--- config.mk ---
export PLATFORM = sky130hd
export DESIGN_NAME = burst_addr_seq
export DESIGN_NICKNAME = d
export VERILOG_FILES = /design/src/rtl/burst_pkg.sv /design/src/rtl/burst_beat_ctr.sv /design/src/rtl/burst_order_map.sv /design/src/rtl/burst_addr_hold.sv /design/src/rtl/burst_addr_seq.sv
export SDC_FILE = /design/constraint.sdc
export NUM_CORES = 1
export LEC_CHECK = 0
export ABC_AREA = 1
export BUFFER_PORTS_ARGS = -buffer_cell sky130_fd_sc_hd__buf_4
export CORE_MARGIN = 5
export CORE_UTILIZATION = 44
export DETAILED_ROUTE_END_ITERATION = 8
export MAX_ROUTING_LAYER = met4
export PLACE_DENSITY = 0.77
export SLEW_MARGIN = 10
export SYNTH_ARGS = -nofsm -noshare
export SYNTH_HDL_FRONTEND = slang
export SYNTH_SLANG_ARGS = --single-unit
--- constraint.sdc ---
create_clock -name clk -period 1.44 [get_ports clk]
set_clock_uncertainty 0.15 [all_clocks]
set_input_delay 0.432 -clock clk [delete_from_list [all_inputs] [get_ports clk]]
set_output_delay 0.432 -clock clk [all_outputs]
set_load 0.005 [all_outputs]
--- src/rtl/burst_pkg.sv ---
package burst_pkg;
  typedef enum logic {
    ORDER_LINEAR     = 1'b0,
    ORDER_INTERLEAVE = 1'b1
  } order_e;
endpackage

--- src/rtl/burst_beat_ctr.sv ---
module burst_beat_ctr #(
  parameter int BEAT_W = 2
) (
  input  logic              clk,
  input  logic              rst,
  input  logic              load,
  input  logic              step,
  output logic [BEAT_W-1:0] beat_q,
  output logic [BEAT_W-1:0] beat_inc
);
  assign beat_inc = beat_q + BEAT_W'(1);

  always_ff @(posedge clk) begin
    if (rst)       beat_q <= '0;
    else if (load) beat_q <= '0;
    else if (step) beat_q <= beat_inc;
  end
endmodule

--- src/rtl/burst_order_map.sv ---
module burst_order_map
  import burst_pkg::*;
#(
  parameter int BEAT_W = 2
) (
  input  logic [BEAT_W-1:0] start,
  input  logic [BEAT_W-1:0] beat,
  input  order_e            mode,
  output logic [BEAT_W-1:0] pos
);
  always_comb begin
    unique case (mode)
      ORDER_INTERLEAVE: pos = start ^ beat;
      default:          pos = start + beat;
    endcase
  end
endmodule

--- src/rtl/burst_addr_hold.sv ---
module burst_addr_hold #(
  parameter int ADDR_W = 17,
  parameter int BEAT_W = 2
) (
  input  logic                     clk,
  input  logic                     rst,
  input  logic                     load,
  input  logic [ADDR_W-1:0]        addr_in,
  output logic [BEAT_W-1:0]        start_q,
  output logic [ADDR_W-BEAT_W-1:0] upper_q
);
  always_ff @(posedge clk) begin
    if (rst) begin
      start_q <= '0;
      upper_q <= '0;
    end else if (load) begin
      start_q <= addr_in[BEAT_W-1:0];
      upper_q <= addr_in[ADDR_W-1:BEAT_W];
    end
  end
endmodule

--- src/rtl/burst_addr_seq.sv ---
module burst_addr_seq
  import burst_pkg::*;
#(
  parameter int ADDR_W = 17,
  parameter int BEAT_W = 2
) (
  input  logic              clk,
  input  logic              rst,
  input  logic              strobe_a,
  input  logic              strobe_b,
  input  logic              advance,
  input  logic              order_mode,
  input  logic [ADDR_W-1:0] addr_in,
  output logic [ADDR_W-1:0] addr_out
);
  localparam int UPPER_W = ADDR_W - BEAT_W;

  logic               load;
  logic [BEAT_W-1:0]  beat_q;
  logic [BEAT_W-1:0]  beat_inc;
  logic [BEAT_W-1:0]  start_q;
  logic [UPPER_W-1:0] upper_q;
  logic [BEAT_W-1:0]  next_pos;
  logic [BEAT_W-1:0]  low_q;
  order_e             mode;

  assign load = strobe_a | strobe_b;
  assign mode = order_e'(order_mode);

  burst_beat_ctr #(.BEAT_W(BEAT_W)) u_ctr (
    .clk(clk), .rst(rst), .load(load), .step(advance),
    .beat_q(beat_q), .beat_inc(beat_inc)
  );

  burst_addr_hold #(.ADDR_W(ADDR_W), .BEAT_W(BEAT_W)) u_hold (
    .clk(clk), .rst(rst), .load(load), .addr_in(addr_in),
    .start_q(start_q), .upper_q(upper_q)
  );

  burst_order_map #(.BEAT_W(BEAT_W)) u_map (
    .start(start_q), .beat(beat_inc), .mode(mode), .pos(next_pos)
  );

  always_ff @(posedge clk) begin
    if (rst)          low_q <= '0;
    else if (load)    low_q <= addr_in[BEAT_W-1:0];
    else if (advance) low_q <= next_pos;
  end

  assign addr_out = {upper_q, low_q};
endmodule

==> results of run 1 <==
where the power goes:
group / internal [mW] / switching [mW] / leakage, nW
Sequential: 0.620 / 0.0195 / 0.175
Clock: 0.103 / 0.174 / 0.0177
Combinational: 0.118 / 0.0862 / 0.426
Total: 0.842 / 0.279 / 0.618
per-layer routing:
| metal | global-route usage (%) | vias up |
|---|---|---|
| li1 | - | 437 |
| met1 | 17.4 | 367 |
| met2 | 25.9 | 21 |
| met3 | 3.66 | 2 |
| met4 | 5.96 | 0 |
| met5 | - | - |
worst max-delay path by stage:
stage | endpoint | slack, ns
after CTS | addr_out[0] | 0.07
after detailed placement | u_hold.upper_q[11] | 0.1
after floorplan | u_hold.upper_q[10] | 0.21
final | addr_out[1] | 0.07
after global routing | low_q[1] | 0.02
after global placement | low_q[1] | 0.13
state kept, by name, indices dropped and copies added (netlist names):
register and flops:
u_ctr.beat_q 2, u_hold.start_q 2, low_q 2, u_hold.upper_q 15
cell usage after synthesis (2+ instances only):
library cell and instances:
inv_1 8, nand2_1 12, nand3_1 7, a21oi_1 2, o21ai_0 17, nor2_4 2, nor2_1 33, dfxtp_1 21
cells in the final DEF (no fill, tap or decap), drive strengths merged:
cell,n
ha,1
clkbuf,3
nand3,7
nor2,35
clkinv,1
inv,9
o21ai,17
dfxtp,21
nand2,12
a21oi,2
nor3b,1
o31ai,1
buf,44
kinds of logic (layout without fill, tap and decap cells):
family                     count (synthesis)  after routing  share of synthesized area, %
AOI/OAI and AO/OA                         20             20                          12.4
adders and majority gates                  1              1                          1.51
buffers and inverters                     13             57                          7.10
DFF                                       21             21                          50.8
and+or+nand+nor                           55             55                          28.2
through the flow:
stage	setup slack, ns	util [%]	instances
3_3_place_gp	0.127	66.7	175
3_5_place_dp	0.0991	66.7	175
4_1_cts	0.0656	68.3	179
6_report	0.0749	68.3	179
2_1_floorplan	0.212	-	110
5_1_grt	0.0196	68.3	179
area by class of cell:
class / count / area [um^2] / area share, %
clock buffers: 3 / 22.5 / 1.87
multi-input cells: 76 / 349 / 29.0
inverters: 9 / 33.8 / 2.80
well taps: 25 / 31.3 / 2.60
clock inverters: 1 / 5.00 / 0.415
repair buffers: 44 / 343 / 28.5
flip-flops and latches: 21 / 420 / 34.9
==> metrics.yaml, run 1 <==
outcome:
  outcome: "complete, no violations"
detailed_routing:
  wl_um: 1920
  drt_iter0_drc: 13
  routed.top_layer: "met4"
  ant_nets: 0
  route.met3.wl_um: 142
  dr.pass1.iters: 4
  wl_met2_um: 949
  wl_met1_um: 825
  drc: 0
  routedWlPerCell_um: 10.7
  vias: 827
  vias_per_cell: 4.62
cts:
  root_buffer: "clkbuf_4"
  cts_tree: "yes"
  cts_buffers: 3
  cts_max_path_buffers: 2
  cts_resized: 0
  cts_max_level: 1
  clk_latency_ns: 0.29
  clkTransAtPathRegs_ns: 0.12
  cts_sinks: 21
  cts_hold_buf: 0
  cts_setup_buffers: 0
pwr:
  power.leakage_nw: 0.618
  fin_total_pwr_mw: 1.12
  irDropWorstVdd_mv: 0.507
  power.density_nw_per_um2: 931
logic_synthesis:
  synth_top_area_cell: "dfxtp_1"
  ys.flop_type: "dfxtp_1"
  ys_ff_latch: 21
  synth_area_um2: 828
  seq_area_frac_synth_pct: 50.8
  yosys_warnings: 0
  ys_async_sr_fraction_pct: 0
  syn_avg_cell_area_um2: 7.53
  yosysTopAreaCellShare_pct: 50.8
  synthesis.nets: 134
  synth_cells: 110
  synth_edf_count: 0
  yosys.cell_types.count: 16
  synth.area.top_cells: "dfxtp_1, nor2_1, o21ai_0"
layout:
  drive_gt1_share_pct: 33.1
  stdcell_area_um2: 1200
  nNetsFinal: 179
  syn2layout_area_growth_pct: 45.5
  fillerInstances: 165
  num_antenna_cells: 0
timing:
  fin_tns_setup_ns: 0
  maxSlewViolCount: 0
  relSlewSlack_pct: 86.1
  rsz0062_at_grt: "no"
  tightest_slew_ns: 0.207
  hold_viol: 0
  period_share_pct: 94.8
  clock.fmax_mhz: 733
  setup_violations: 0
  holdWs_ns: 0.223
  period_minus_slack_ns: 1.37
placed_design:
  hpwlAfterDp_um: 1550
  gp_congestion: 0.792
  port-buffer-count: 39
  dpl_cell_area_um2: 1180
global_routing:
  grt_usage_pct: 15.4
  grt_start_max_net_pins: 15
  grt_pass1_wl_um: 3170
  grt_pass1_vias: 783
  grt_antenna_before_repair: 0
  grt_overflow: 0
floorplan:
  num_rows: 15
  core_um2: 1760
  die_h_um: 53.4
  die_area_um2: 2850
  die_w_um: 53.4
  start_util_pct: 47.0
  ios: 40
critical_path:
  cp_slowest_cell: "dfxtp_1"
  worstSetupEndpointType: "output port"
  arrival_ns: 0.78
  path_buf_inv: 1
  r2r_setup_slack_ns: 0.14
  path_cells: "buf_4"
  r2r-end: "low_q[1]"
  critPathKind: "reg -> out"
  rr_worst_depth: 7
  path_max_fanout: 2
  r2r_start: "u_ctr.beat_q[0]"
  crit_cells: 1
  critical_path.top_delay_family: "flip-flops"
  start_kind: "register"
  critical_path_required_ns: 0.86
  startpoint: "low_q[1]"
  max_stage_delay_ns: 0.37
min_path:
  worstHoldPathCells: 3
  min_from: "addr_in[16]"
  hp-class: "in -> reg"
  worstHoldEndpoint: "u_hold.upper_q[14]"
flow_run:
  maxCapViolCount: 0
Power figures use the tool's default switching activity.
==> run 2, diff against run 1 <==
--- a/config.mk
+++ b/config.mk
@@ -12,6 +12,7 @@
 export DETAILED_ROUTE_END_ITERATION = 8
 export MAX_ROUTING_LAYER = met4
 export PLACE_DENSITY = 0.77
+export SETUP_SLACK_MARGIN = 0.3
 export SLEW_MARGIN = 10
 export SYNTH_ARGS = -nofsm -noshare
 export SYNTH_HDL_FRONTEND = slang
==> run 2 against run 1 <==
Effect of this change:
- combinational power is 17% higher
- clock power down 3%
- first-iteration DRC count rose by 54%
- non-clock buffer count up 3
- cell count up 1.7%
- via count is 5.2% higher
- register-to-register slack better by 0.11 ns
==> metrics.yaml, run 2 (synthesis results as in run 1) <==
outcome:
  outcome: "complete, no violations"
layout:
  nNetsFinal: 182  # +1.7%
  largest_reg_flops: 15  # unchanged
  num_antenna_cells: 0  # unchanged
  stdcell_area_um2: 1330  # +10%
  most-common-layout-cells: "nor2_1, buf_4, dfxtp_2"
  drive_gt1_share_pct: 49.7  # +17 points
  syn2layout_area_growth_pct: 60.4
  top_register: "u_hold.upper_q"
  final_common_cell: "nor2_1"
timing:
  maxSlewViolCount: 0  # unchanged
  clock.fmax_mhz: 753  # +2.8%
  fin_tns_setup_ns: 0  # unchanged
  hold_viol: 0  # unchanged
  setup_slack_ns: 0.112  # +0.0367 ns
  setup_violations: 0  # unchanged
  period_minus_slack_ns: 1.33  # -0.0367 ns
  period_share_pct: 92.2  # -2.6 points
  tightest_slew_ns: 0.193  # -0.0140 ns
  holdWs_ns: 0.234  # +0.0107 ns
  relSlewSlack_pct: 87.0  # +0.92 points
  rsz0062_at_grt: "yes"
global_routing:
  grt_overflow: 0  # unchanged
  grt_pass1_vias: 795  # +1.5%
  grt_antenna_before_repair: 0  # unchanged
  grt_start_max_net_pins: 19  # +4
  grt_pass1_wl_um: 3400  # +7.4%
  grt_usage_pct: 16.8  # +1.5 points
cts:
  cts_tree: "yes"
  cts_buffers: 3  # unchanged
  cts_max_path_buffers: 2  # unchanged
  cts_max_level: 1  # unchanged
  clk_latency_ns: 0.29  # about the same
  root_buffer: "clkbuf_4"
  cts_hold_buf: 0  # unchanged
  clkTransAtPathRegs_ns: 0.10  # -0.02 ns
  cts_sinks: 21  # unchanged
detailed_routing:
  vias_per_cell: 4.78  # +3.5%
  dr.pass1.iters: 2  # -2
  drt_iter0_drc: 20  # +7
  drc: 0  # unchanged
  ant_nets: 0  # unchanged
  wl_um: 2200  # +14%
  routedWlPerCell_um: 12.1  # +13%
  vias: 870  # +5.2%
pwr:
  p_clk_share_pct: 23.0  # -1.7 points
  power.density_nw_per_um2: 875  # -6.0%
  p_sw_share_pct: 24.4  # -0.54 points
  fin_total_pwr_mw: 1.16  # +3.7%
  power.share.combinational_pct: 20.5  # +2.3 points
  irDropWorstVdd_mv: 0.578  # +14%
  power.leakage_nw: 0.650  # +5.3%
  p_int_mw: 0.880  # +4.4%
  p_sw_mw: 0.283  # +1.5%
  seq_power_share_pct: 56.4  # -0.7 points
critical_path:
  critical_path.top_delay_family: "flip-flops"
  r2r_setup_slack_ns: 0.25  # +0.11 ns
  critPathKind: "reg -> out"
  start_kind: "register"
  worstSetupEndpointType: "output port"
  r2r_start: "u_ctr.beat_q[0]"
  r2r-end: "low_q[1]"
  path_max_fanout: 2  # unchanged
  rr_worst_depth: 8  # +1
  cp-endpoint: "addr_out[16]"
  path_cells: "buf_6"
  cp_slowest_cell: "dfxtp_2"
  startpoint: "u_hold.upper_q[14]"
  critical_path_required_ns: 0.86  # about the same
  path_buf_inv: 1  # unchanged
  crit_cells: 1  # unchanged
  arrival_ns: 0.75  # -0.03 ns
  max_stage_delay_ns: 0.35  # -0.02 ns
placed_design:
  hpwlAfterDp_um: 1550  # +0.32%
  dpl_worst_slack_ns: 0.0562  # -0.0429 ns
  port-buffer-count: 39  # unchanged
  dpl_cell_area_um2: 1150  # -2.1%
  gp_congestion: 0.769  # -2.8%
flow_run:
  maxCapViolCount: 0  # unchanged
floorplan:
  num_rows: 15  # unchanged
  die_w_um: 53.4  # unchanged
  core_um2: 1760  # unchanged
  start_util_pct: 47.0  # unchanged
  die_h_um: 53.4  # unchanged
  die_area_um2: 2850  # unchanged
  ios: 40  # unchanged
min_path:
  hp-class: "in -> reg"
[run 2: cell types whose count changed in the layout (fill, tap and decap cells not counted), moves of 3 or more]
| cell | before | now |
|---|---|---|
| buf_6 | 0 | 17 |
| nand2_1 | 12 | 9 |
| dfxtp_1 | 21 | 2 |
| nand2_2 | 0 | 3 |
| dfxtp_2 | 0 | 19 |
| buf_4 | 43 | 30 |
[run 2: final cells by class]
type / instances / area [um^2]
Timing Repair Buffer: 47 / 417
Clock buffer: 4 / 26.3
Tap cell: 25 / 31.3
Sequential cell: 21 / 444
Multi-Input combinational cell: 76 / 374
Inverter: 9 / 36.3
Fill cell: 145 / 435
[run 2: worst min path at each step]
stage	start	end	slack, ns	depth (start not counted)
2_1_floorplan	u_hold.start_q[0]	u_hold.start_q[0]	0.27	2
3_3_place_gp	u_hold.start_q[0]	u_hold.start_q[0]	0.29	2
3_5_place_dp	u_hold.start_q[0]	u_hold.start_q[0]	0.30	2
4_1_cts	addr_in[14]	u_hold.upper_q[12]	0.23	3
5_1_grt	addr_in[9]	u_hold.upper_q[7]	0.23	3
6_report	addr_in[10]	u_hold.upper_q[8]	0.23	3
[run 2: power groups by stage]
stage               Clock [mW]  Combinational [mW]  Sequential (mW)
finish                   0.268               0.239            0.656
global route             0.307               0.263            0.661
CTS                      0.277               0.228            0.656
detailed placement           0               0.200            0.654
global placement             0               0.195            0.653
floorplan                    0              0.0777            0.656
[run 2: timing repair]
action                     4_1_cts  5_1_grt
pin swaps                        2        5
gates resized for setup         39        4
setup endpoints to repair       19       19
hold endpoints to repair         0        0
setup buffers                    3        2
[run 2: through the flow]
step                util (%)  std cells
finish                  75.3        182
floorplan                  -        110
global placement        65.3        173
detailed placement      65.3        173
global route            75.3        182
CTS                     73.8        180
[run 2: layer usage]
metal	GRT usage, %	part of all wire [%]	vias to the layer above
met4	7.66	1.0	0
met1	19.6	41	397
li1	-	-	447
met5	-	0	-
met2	28.0	51	24
met3	2.82	6.9	2
